--- src/rtl/disp_pkg.sv ---
package disp_pkg;
    localparam int NUM_REN  = 8;
    localparam int TAG_W    = $clog2(NUM_REN);
    localparam int CNT_W    = TAG_W + 1;
    localparam int NUM_AREG = 16;
    localparam int AREG_W   = $clog2(NUM_AREG);
    localparam int NUM_UNIT = 4;
    localparam int CQ_W     = 2;
    localparam int NUM_SLOT = 2;
    localparam int NUM_SRC  = 2;
    localparam int NUM_RET  = 2;

    typedef struct packed {
        logic [NUM_REN-1:0]             free;
        logic [NUM_REN-1:0]             pend;
        logic [NUM_AREG-1:0]            map_v;
        logic [NUM_AREG-1:0][TAG_W-1:0] map_t;
    } ren_state_t;
endpackage

--- src/rtl/disp_pick.sv ---
module disp_pick #(
    parameter int N  = 8,
    parameter int TW = 3,
    parameter int CW = 4
) (
    input  logic [N-1:0]  free_mask,
    output logic [TW-1:0] first_tag,
    output logic [TW-1:0] second_tag,
    output logic [CW-1:0] free_cnt
);
    logic seen_a;
    logic seen_b;

    always_comb begin
        first_tag  = '0;
        second_tag = '0;
        free_cnt   = '0;
        seen_a     = 1'b0;
        seen_b     = 1'b0;
        for (int i = 0; i < N; i++) begin
            if (free_mask[i]) begin
                free_cnt = free_cnt + CW'(1);
                if (!seen_a) begin
                    first_tag = TW'(i);
                    seen_a    = 1'b1;
                end else if (!seen_b) begin
                    second_tag = TW'(i);
                    seen_b     = 1'b1;
                end
            end
        end
    end
endmodule

--- src/rtl/disp_qual.sv ---
module disp_qual #(
    parameter int NU = 4,
    parameter int QW = 2,
    parameter int CW = 4
) (
    input  logic [1:0]         vld,
    input  logic [1:0][NU-1:0] unit,
    input  logic [1:0]         dst_en,
    input  logic [NU-1:0]      rs_free,
    input  logic [QW-1:0]      cq_free,
    input  logic [CW-1:0]      free_cnt,
    output logic [1:0]         go
);
    logic [NU-1:0] left_rs;
    logic [CW-1:0] need_old;
    logic [CW-1:0] need_both;

    always_comb begin
        need_old  = CW'(dst_en[0]);
        go[0]     = vld[0] && (|(unit[0] & rs_free)) &&
                    (cq_free >= QW'(1)) && (free_cnt >= need_old);
        left_rs   = rs_free & ~(go[0] ? unit[0] : '0);
        need_both = CW'(go[0] && dst_en[0]) + CW'(dst_en[1]);
        go[1]     = go[0] && vld[1] && (|(unit[1] & left_rs)) &&
                    (cq_free >= QW'(2)) && (free_cnt >= need_both);
    end
endmodule

--- src/rtl/disp_lookup.sv ---
module disp_lookup #(
    parameter int NA = 16,
    parameter int AW = 4,
    parameter int NR = 8,
    parameter int TW = 3
) (
    input  logic [AW-1:0]         areg,
    input  logic [NA-1:0]         map_v,
    input  logic [NA-1:0][TW-1:0] map_t,
    input  logic [NR-1:0]         pend,
    input  logic                  bc_vld,
    input  logic [TW-1:0]         bc_tag,
    input  logic                  fwd_hit,
    input  logic [TW-1:0]         fwd_tag,
    output logic                  src_pend,
    output logic [TW-1:0]         src_tag
);
    logic [TW-1:0] mapped;
    logic          waiting;

    always_comb begin
        mapped  = map_t[areg];
        waiting = map_v[areg] && pend[mapped] && !(bc_vld && (bc_tag == mapped));
        if (fwd_hit) begin
            src_pend = 1'b1;
            src_tag  = fwd_tag;
        end else begin
            src_pend = waiting;
            src_tag  = waiting ? mapped : '0;
        end
    end
endmodule

--- src/rtl/disp_stage.sv ---
module disp_stage
    import disp_pkg::*;
(
    input  logic                                      clk,
    input  logic                                      rst_n,
    input  logic [NUM_SLOT-1:0]                       cand_vld,
    input  logic [NUM_SLOT-1:0][NUM_UNIT-1:0]         cand_unit,
    input  logic [NUM_SLOT-1:0]                       cand_dst_en,
    input  logic [NUM_SLOT-1:0][AREG_W-1:0]           cand_dst,
    input  logic [NUM_SLOT-1:0][NUM_SRC-1:0][AREG_W-1:0] cand_src,
    input  logic [NUM_UNIT-1:0]                       rs_free,
    input  logic [CQ_W-1:0]                           cq_free,
    input  logic                                      bc_vld,
    input  logic [TAG_W-1:0]                          bc_tag,
    input  logic [NUM_RET-1:0]                        ret_vld,
    input  logic [NUM_RET-1:0][TAG_W-1:0]             ret_tag,
    output logic [NUM_SLOT-1:0]                       disp_vld,
    output logic [NUM_SLOT-1:0][TAG_W-1:0]            disp_dst_tag,
    output logic [NUM_SLOT-1:0][NUM_SRC-1:0]          disp_src_pend,
    output logic [NUM_SLOT-1:0][NUM_SRC-1:0][TAG_W-1:0] disp_src_tag
);
    ren_state_t st_d, st_q;

    logic [NUM_REN-1:0] free_q;
    logic [TAG_W-1:0]   pick_a, pick_b;
    logic [CNT_W-1:0]   free_cnt;
    logic [1:0]         go;
    logic [NUM_SLOT-1:0][TAG_W-1:0] new_tag;
    logic [NUM_SLOT-1:0][NUM_SRC-1:0] lk_pend;
    logic [NUM_SLOT-1:0][NUM_SRC-1:0][TAG_W-1:0] lk_tag;

    assign free_q = st_q.free;

    disp_pick #(.N(NUM_REN), .TW(TAG_W), .CW(CNT_W)) u_pick (
        .free_mask (st_q.free),
        .first_tag (pick_a),
        .second_tag(pick_b),
        .free_cnt  (free_cnt)
    );

    disp_qual #(.NU(NUM_UNIT), .QW(CQ_W), .CW(CNT_W)) u_qual (
        .vld     (cand_vld),
        .unit    (cand_unit),
        .dst_en  (cand_dst_en),
        .rs_free (rs_free),
        .cq_free (cq_free),
        .free_cnt(free_cnt),
        .go      (go)
    );

    assign new_tag[0] = pick_a;
    assign new_tag[1] = (go[0] && cand_dst_en[0]) ? pick_b : pick_a;

    for (genvar s = 0; s < NUM_SLOT; s++) begin : g_slot
        for (genvar k = 0; k < NUM_SRC; k++) begin : g_src
            logic fwd_hit;
            if (s == 0) begin : g_old
                assign fwd_hit = 1'b0;
            end else begin : g_young
                assign fwd_hit = go[0] && cand_dst_en[0] &&
                                 (cand_dst[0] == cand_src[s][k]);
            end
            disp_lookup #(.NA(NUM_AREG), .AW(AREG_W), .NR(NUM_REN), .TW(TAG_W)) u_lk (
                .areg    (cand_src[s][k]),
                .map_v   (st_q.map_v),
                .map_t   (st_q.map_t),
                .pend    (st_q.pend),
                .bc_vld  (bc_vld),
                .bc_tag  (bc_tag),
                .fwd_hit (fwd_hit),
                .fwd_tag (new_tag[0]),
                .src_pend(lk_pend[s][k]),
                .src_tag (lk_tag[s][k])
            );
            assign disp_src_pend[s][k] = go[s] && lk_pend[s][k];
            assign disp_src_tag[s][k]  = go[s] ? lk_tag[s][k] : '0;
        end
        assign disp_vld[s]     = go[s];
        assign disp_dst_tag[s] = (go[s] && cand_dst_en[s]) ? new_tag[s] : '0;
    end

    always_comb begin
        st_d = st_q;
        for (int p = 0; p < NUM_RET; p++) begin
            if (ret_vld[p]) begin
                st_d.free[ret_tag[p]] = 1'b1;
                st_d.pend[ret_tag[p]] = 1'b0;
                for (int a = 0; a < NUM_AREG; a++) begin
                    if (st_q.map_v[a] && (st_q.map_t[a] == ret_tag[p])) begin
                        st_d.map_v[a] = 1'b0;
                    end
                end
            end
        end
        if (bc_vld) begin
            st_d.pend[bc_tag] = 1'b0;
        end
        for (int s = 0; s < NUM_SLOT; s++) begin
            if (go[s] && cand_dst_en[s]) begin
                st_d.free[new_tag[s]]    = 1'b0;
                st_d.pend[new_tag[s]]    = 1'b1;
                st_d.map_v[cand_dst[s]]  = 1'b1;
                st_d.map_t[cand_dst[s]]  = new_tag[s];
            end
        end
    end

    always_ff @(posedge clk) begin
        if (!rst_n) begin
            st_q.free  <= '1;
            st_q.pend  <= '0;
            st_q.map_v <= '0;
            st_q.map_t <= '0;
        end else begin
            st_q <= st_d;
        end
    end
endmodule

--- config.mk ---
export PLATFORM = sky130hd
export DESIGN_NAME = disp_stage
export DESIGN_NICKNAME = d
export VERILOG_FILES = /design/src/rtl/disp_pkg.sv /design/src/rtl/disp_pick.sv /design/src/rtl/disp_qual.sv /design/src/rtl/disp_lookup.sv /design/src/rtl/disp_stage.sv
export SDC_FILE = /design/constraint.sdc
export NUM_CORES = 1
export LEC_CHECK = 0
export BUFFER_PORTS_ARGS = -buffer_cell sky130_fd_sc_hd__buf_4
export CELL_PAD_IN_SITES_DETAIL_PLACEMENT = 0
export CELL_PAD_IN_SITES_GLOBAL_PLACEMENT = 1
export CORE_AREA = 2 2 112 222
export CTS_CLUSTER_DIAMETER = 120
export DETAILED_ROUTE_END_ITERATION = 8
export DIE_AREA = 0 0 114 224
export MAX_ROUTING_LAYER = met4
export PLACE_DENSITY = 0.7
export SKIP_LAST_GASP = 1
export SLEW_MARGIN = 10
export SYNTH_ARGS = -nofsm -noshare
export SYNTH_HDL_FRONTEND = slang
export SYNTH_SLANG_ARGS = --single-unit
--- constraint.sdc ---
create_clock -name clk -period 7 [get_ports clk]
set_clock_uncertainty 0.2 [all_clocks]
set_input_delay 1.05 -clock clk [delete_from_list [all_inputs] [get_ports clk]]
set_output_delay 1.05 -clock clk [all_outputs]
set_load 0.005 [all_outputs]
# After elaboration in Yosys (flattened, before gate mapping)
# Cells that the tools add are included.
[word_totals]
input_bits = 56
memories = 0
output_inout_bits = 24
regBits = 80
romBits = 0
latchBits = 0
ram_bits = 0
[op_classes]
n_lt_le_gt_ge = 26
n_div = 0
muxes = 158
shifts = 0
n_eq_ne = 38
bitwise_logic = 20
addsub = 8
n_reduce_logical = 72
mul = 0
[op_table]
columns = ["operator", "count"]
rows = [
  ["2-to-1 mux 80 bit", 2],
  ["2-to-1 mux 3 bit", 51],
  ["== test 3 bit", 36],
  ["bitwise mux 48 bit", 2],
  ["2-to-1 mux 1 bit", 71],
  ["logical AND 1 bit", 66],
  ["2-to-1 mux 32 bit", 2],
  ["binary-select mux 3 bit (select 4 bit)", 4],
  ["AND 8 bit", 5],
  ["NOT 8 bit", 5],
  ["< comparator 3 x 4 -> 1 bit, second input constant", 9],
  ["2-to-1 mux 4 bit", 8],
  ["OR 16 bit", 2],
  ["OR 8 bit", 4],
  ["< comparator 4 x 5 -> 1 bit, second input constant", 6],
  ["adder 4 x 1 -> 4 bit, second input constant", 6],
  ["demux 3 bit (select 4 bit)", 2],
  ["binary-select mux 1 bit (select 4 bit)", 4],
  ["demux 1 bit (select 3 bit)", 5],
  ["greater-or-equal comparator 3 x 1 -> 1 bit, second input constant", 5],
  ["AND 4 bit", 3],
  ["binary-select mux 1 bit (select 3 bit)", 4],
  ["demux 1 bit (select 4 bit)", 2],
  ["== test 4 bit", 2],
  ["11 further kinds", 16],
]

# Longest topological paths before layout
# Gate-level depths: netlist of run 1.
[depth]
ltp_word = 29
ltp_mapped = 35

# By module
# A second synthesis of run 1 with hierarchy kept.
[hier_totals]
cells_unflattened = 991
hier_area_um2 = 8991.1
[by_module_without_submodules]
columns = ["module", "instances", "cells_per_inst", "area_each_um2"]
rows = [
  ["disp_stage", 1, 625, 5178.7],
  ["disp_lookup", 4, 53, 686.9],
  ["disp_pick", 1, 131, 870.8],
  ["disp_qual", 1, 23, 193.9],
]

# Worst setup path after synthesis of run 1
# OpenSTA, ideal clock, no wires.
[synth_timing]
path_type = "flip-flop to output port"
startpoint = "reg st_q (netlist bit free_q[2])"
endpoint = "out disp_dst_tag[4] in the netlist's numbering"
t_arrival_ns = 5.731
path_stages_with_launch = 31
path_slack_ns = 0.019
required_time_ns = 5.750
cell_sequence = "dfxtp_1 buf_2 clkbuf_1 mux2_2 ha_1 nand2b_1 o31a_1 xnor2_1 a21oi_1 ha_1 nand2_1 xnor2_1 xnor3_1 o211ai_1 or3_4 a21o_1 buf_6 nand2_4 inv_1 buf_2 ha_1 ha_1 nand2b_1 a21oi_1 o21ai_0 a21o_1 buf_4 nand2_1 buf_4 buf_4 nor3_1"
[synth_lines]
columns = ["item", "line", "source"]
rows = [
  ["from (decl)", "disp_stage.sv:22", "ren_state_t st_d, st_q;"],
  ["from (signal assigned)", "disp_stage.sv:115", "st_q <= st_d;"],
  ["to (decl)", "disp_stage.sv:18", "output logic [NUM_SLOT-1:0][TAG_W-1:0] disp_dst_tag,"],
]

==> results of run 1 <==
## Yosys cell counts, types with 4 or more instances
cell type,instances,area (um2)
a21o_1,4,30.0
a21oi_1,56,280
a21oi_4,4,65.1
a22oi_1,4,30.0
a31o_2,6,52.6
a31oi_1,20,125
a41oi_1,4,35.0
and2_1,4,25.0
and3_1,5,31.3
buf_1,14,52.6
buf_2,16,80.1
buf_4,4,30.0
clkbuf_1,58,218
dfxtp_1,80,1600
ha_1,14,175
inv_1,25,93.8
mux2_2,4,45.0
mux2i_1,59,591
mux4_2,82,1850
nand2_1,78,293
nand2b_1,23,144
nand3_1,47,235
nand3b_1,6,45.0
nand4_1,44,275
nor2_1,46,173
nor2b_1,21,131
nor3_1,13,65.1
nor4_1,9,56.3
o211ai_1,11,82.6
o21a_1,4,30.0
o21ai_0,22,110
o22ai_1,11,68.8
o31a_1,8,70.1
o31ai_1,28,210
o41ai_1,14,123
or3_1,7,43.8
or4_1,5,37.5
xnor2_1,109,955
xor2_1,17,149
## per-layer routing
layer	global-route usage, %	wire [um]	vias to the layer above
met5	-	0	-
met3	3.84	1800	213
met4	30.4	4630	0
met1	27.5	11600	4374
met2	56.0	20700	416
li1	-	-	4048
## worst min-delay path: cells and delay by family, from the launching register on
family	cells	cell delay, ps
compound gates	1	60
flops	1	340
simple gates	1	80
## placed cells by master (no fill, tap or decap), types with 6 or more instances in the layout
master,instances
o211ai_1,11
nand3b_1,6
o41ai_1,14
ha_1,11
or3_1,7
o31a_1,8
xor2_1,16
nand2b_1,21
nor2b_1,21
o22ai_1,11
nand4_1,44
inv_1,23
a31oi_1,20
nor3_1,12
nand2_1,76
o31ai_1,28
clkbuf_16,9
nand3_1,47
nor4_1,9
xnor2_1,108
buf_4,102
a21oi_1,53
nor2_1,45
dfxtp_1,77
a31o_2,6
mux2i_1,59
o21ai_0,21
mux4_2,82
## metrics by stage
stage                     hold slack (ps)  cell area, um2
after CTS                             331           10400
after global placement                295           10100
final                                 325           10500
after global routing                  363           10500
after detailed placement              323           10100
after floorplan                       270            9350
## cell type report
type,count,area [um2]
clock buffers,9,225
multi-input cells,844,7370
clock inverters,7,83.8
repair buffers,104,788
fillers,2386,13300
well taps,287,359
flip-flops and latches,80,1610
inverters,26,105
## worst paths after layout
path,slack (ps),start,depth (start not counted),to
worst max-delay path,250,free_q[0],27,disp_dst_tag[4]
worst min-delay path,320,st_q[59],2,st_q[59]
worst max register to register,580,free_q[0],29,st_q[41]
worst min register to register,320,st_q[59],2,st_q[59]
## state kept, by name (all words and copies together) (netlist names)
| signal | count |
|---|---|
| free_q | 8 |
| st_q | 72 |
## timing repair
| action | 4_1_cts | 5_1_grt |
|---|---|---|
| setup buffers | 2 | 3 |
| endpoints found under the setup margin | 12 | 12 |
| pin swaps | 3 | 13 |
| hold buffers | 0 | 0 |
| hold endpoints to repair | 0 | 0 |
| gates resized for setup | 10 | 20 |
## power by group
| group | total (mW) | internal (mW) | switching, mW |
|---|---|---|---|
| Combinational | 0.597 | 0.250 | 0.346 |
| Clock | 0.515 | 0.284 | 0.231 |
| Sequential | 0.472 | 0.460 | 0.0118 |
## kinds of logic (layout without fill, tap and decap cells)
| group | count (synthesis) | in the layout | synth area share, % |
|---|---|---|---|
| buf+inv | 121 | 146 | 5.53 |
| simple gates | 321 | 321 | 18.2 |
| xor+xnor | 130 | 130 | 12.7 |
| mux | 145 | 145 | 26.6 |
| compound gates | 234 | 234 | 18.0 |
| fa+ha+maj | 14 | 14 | 1.87 |
| flops | 80 | 80 | 17.1 |
==> metrics.txt, run 1 <==
Max-Slew Margin vs Limit 31.8%; # setup viols final 0; critical path endpoint category output port; core area 0.0238 mm2; Netlist cell types 77; Die H 224 um; first-pass GRT wire length 57200 um; Final ANT Viol Nets 0; Area growth, synth to finish 12.7%; IO Count 80; Final #Nets 1135; fin cells 1357; Synth Register Bits 80; CP delay by family, top adder cells; worst path required time 5750 ps; Num CTS Buffers 9; maxcap violations 0; Syn Std Cell Area 0.00935 mm2; ys async rst share 0%; fin. max-slew vios 0; fin worst setup slack 249 ps; Cells after Synth 1045; Syn Nets 1115; # diodes 0; critical path class flip-flop to output port; Max FO, Critical Path 5; site row count 80; Core Util, Final 44.2%; maximum clock frequency 0.148 GHz; Tmin final 6750 ps; RSZ-0062 raised after global routing false; Vias 9051; CP max-delay cell or3_4; Iter 0 DRT Violations 815; Total Power 1.58 mW; drt wl/cell 28.5 um; PD cells 150 mW/mm2; Lkg Pwr 3.71 nW; placed cell count 1336; syn avg cell area 8.95 um2; vias in the first global route 9341; status completed; CP Launch Type flip-flop; Crit path buffers/inverters 4; Reg clk slew, reported paths 70 ps; crit-path most repeated cell ha_1; setup TNS 0 ps; slowest stage delay, CP 440 ps; total track usage 31.4%; HP Class flip-flop to flip-flop; # DRC 0; number of vias per cell 6.67; Place WS -133 ps; clock buffer depth 2; clk root buf clkbuf_16; share of cells above drive strength 1 23.9%; Post-synth EDFFs 0; final worst-path cycle share 96.4%; endpoints failing hold 0; Post-synth top flop dfxtp_1; Port Buffers 79; Die ar. 0.0255 mm2; Routed WL 38700 um; measured slew at the worst slew-check pin 1020 ps; initial antenna violation count 0; largest net degree at the start of global routing 64; VDD IR max 0.110 mV; DIE WIDTH 114 um; critical path arrival 5500 ps; Starting Density 39.2%; grt ovf 0; register area share after synthesis 17.1%; CTS H-tree depth 3; CTS Sinks 80; HPWL Detailed 29800 um; Warnings, synthesis 0; drt first pass iters 6; Final Wtd Congestion 0.942; Skew-Pair Late Insertion Delay 370 ps; CTS tree done
No activity file was read; power rests on OpenSTA's default activity.
==> inputs of run 2 (changes only) <==
Settings changed: CORE_AREA 2 2 112 222 to 2 2 108 214, DIE_AREA 0 0 114 224 to 0 0 110 216, PLACE_DENSITY 0.7 to 0.78.
==> run 2 against run 1 <==
  * Sequential power about the same
  * Cell area decreased by 0.40%
  * Critical endpoint is now disp_dst_tag[5]
  * Core utilization rose by 3.3 points
  * Die area fell by 7.0%
==> metrics.txt, run 2 (synthesized netlist as in run 1, its figures left out) <==
largest net degree at the start of global routing 64; IO Count 80; top sig layer met4; Tmin final 6800 ps; fin. max-slew vios 0; worst reg2reg path depth 28; VDD IR max 0.101 mV; Iter 0 DRT Violations 951; critical path class flip-flop to output port; Final Wtd Congestion 0.976; CP max-delay cell or3_4; Final ANT Viol Nets 0; PD cells 151 mW/mm2; # setup viols final 0; critical path arrival 5550 ps; Area growth, synth to finish 12.3%; Starting Density 42.4%; maximum clock frequency 0.147 GHz; first-pass GRT wire length 57000 um; initial antenna violation count 1; max reg flops 72; DIE WIDTH 110 um; R2R Setup Slk 670 ps; core area 0.0221 mm2; clk root buf clkbuf_16; Port Buffers 79; Max FO, Critical Path 12; total track usage 33.9%; # DRC 0; Max-Slew Margin vs Limit 22.5%; Die H 216 um; fin area 0.0105 mm2; clock buffer depth 2; final worst-path cycle share 97.1%; share of cells above drive strength 1 23.7%; CP Launch Type flip-flop; Core Util, Final 47.6%; CTS H-tree depth 3; Reg clk slew, reported paths 60 ps; Routed WL 38700 um; CTS tree done; slowest stage delay, CP 420 ps; measured slew at the worst slew-check pin 1150 ps; r2r endpoint st_q[43]; maxcap violations 0; Skew-Pair Late Insertion Delay 350 ps; Placement Cell Area 0.0101 mm2; end point of the critical path disp_dst_tag[5]; site row count 77; Num CTS Buffers 9; vias in the first global route 9382; hold buffer count at cts 0; crit-path most repeated cell ha_1; CTS Sinks 80; WL met2 20100 um; Final #Nets 1139; grt ovf 0; HP Class flip-flop to flip-flop; Die ar. 0.0238 mm2; Reg with most FFs st_q; endpoints failing hold 0; Reg-to-Reg Start free_q[0]; status completed; drt wl/cell 28.6 um; Critical path origin free_q[0]; worst path required time 5750 ps; most frequent cells in the layout xnor2_1, buf_4, mux4_2, dfxtp_1, nand2_1; HPWL Detailed 28900 um; met1 wire length 11800 um; drt first pass iters 6; met3 wire length 2290 um; number of vias per cell 6.90; critical path endpoint category output port; Lkg Pwr 3.72 nW; Vias 9318
==> run 2: cell count changes in the layout (fill, tap and decap cells not counted), sizes merged <==
cell,change
buf,+4
bufinv,+1
clkbuf,+2
clkinv,+2
diode,+1
inv,-5
==> run 2: worst min-delay path by stage <==
| stage | start | end | slack [ps] | cells after the start |
|---|---|---|---|---|
| 2_1_floorplan | st_q[59] | st_q[59] | 270 | 2 |
| 3_3_place_gp | st_q[59] | st_q[59] | 310 | 2 |
| 3_5_place_dp | st_q[59] | st_q[59] | 320 | 2 |
| 4_1_cts | st_q[59] | st_q[59] | 330 | 2 |
| 5_1_grt | st_q[59] | st_q[59] | 390 | 2 |
| 6_report | st_q[59] | st_q[59] | 330 | 2 |
==> run 2: final cells by class <==
class,instances,area (um2)
clock inverters,5,81.3
repair buffers,108,818
flip-flops and latches,80,1610
inverters,26,103
clock buffers,11,233
well taps,276,345
diodes,1,2.50
fillers,2155,11600
multi-input cells,844,7310
==> run 2: what timing repair did <==
| item | 4_1_cts | 5_1_grt |
|---|---|---|
| pin swaps | 2 | 5 |
| gates resized for setup | 8 | 15 |
| setup buffers | 1 | 4 |
| endpoints found under the setup margin | 11 | 12 |
==> run 2: metrics by stage <==
stage / instances / setup TNS [ps] / hold slack (ps) / power [mW] / setup WS, ps
after global placement: 1329 / 0 / 314 / 1.00 / 83.8
after detailed placement: 1329 / -423 / 322 / 1.01 / -93.4
after floorplan: 1045 / 0 / 270 / 0.858 / 18.7
final: 1351 / 0 / 332 / 1.59 / 201
after CTS: 1346 / 0 / 331 / 1.54 / 32.3
after global routing: 1351 / -41.1 / 388 / 1.65 / -41.1
==> run 2: worst max-delay path, delay by kind of cell, from the launching register on <==
kind,cells,cell delay [ps]
AOI/OAI and AO/OA,8,1400
xor gates and xnor gates,1,140
adders and majority gates,5,1330
buffers and inverters,5,490
DFF,1,330
muxes,2,490
and+or+nand+nor,7,1010
==> run 2: layer usage <==
| layer | vias up | track usage [%] |
|---|---|---|
| met5 | - | - |
| met4 | 0 | 30.9 |
| met3 | 237 | 5.80 |
| met2 | 487 | 56.9 |
| met1 | 4528 | 31.6 |
| li1 | 4066 | - |
==> run 2: where the power goes <==
group / switching [mW] / total [mW] / internal, mW
logic: 0.353 / 0.599 / 0.245
clock network: 0.205 / 0.518 / 0.313
registers: 0.0115 / 0.472 / 0.460
total: 0.570 / 1.59 / 1.02
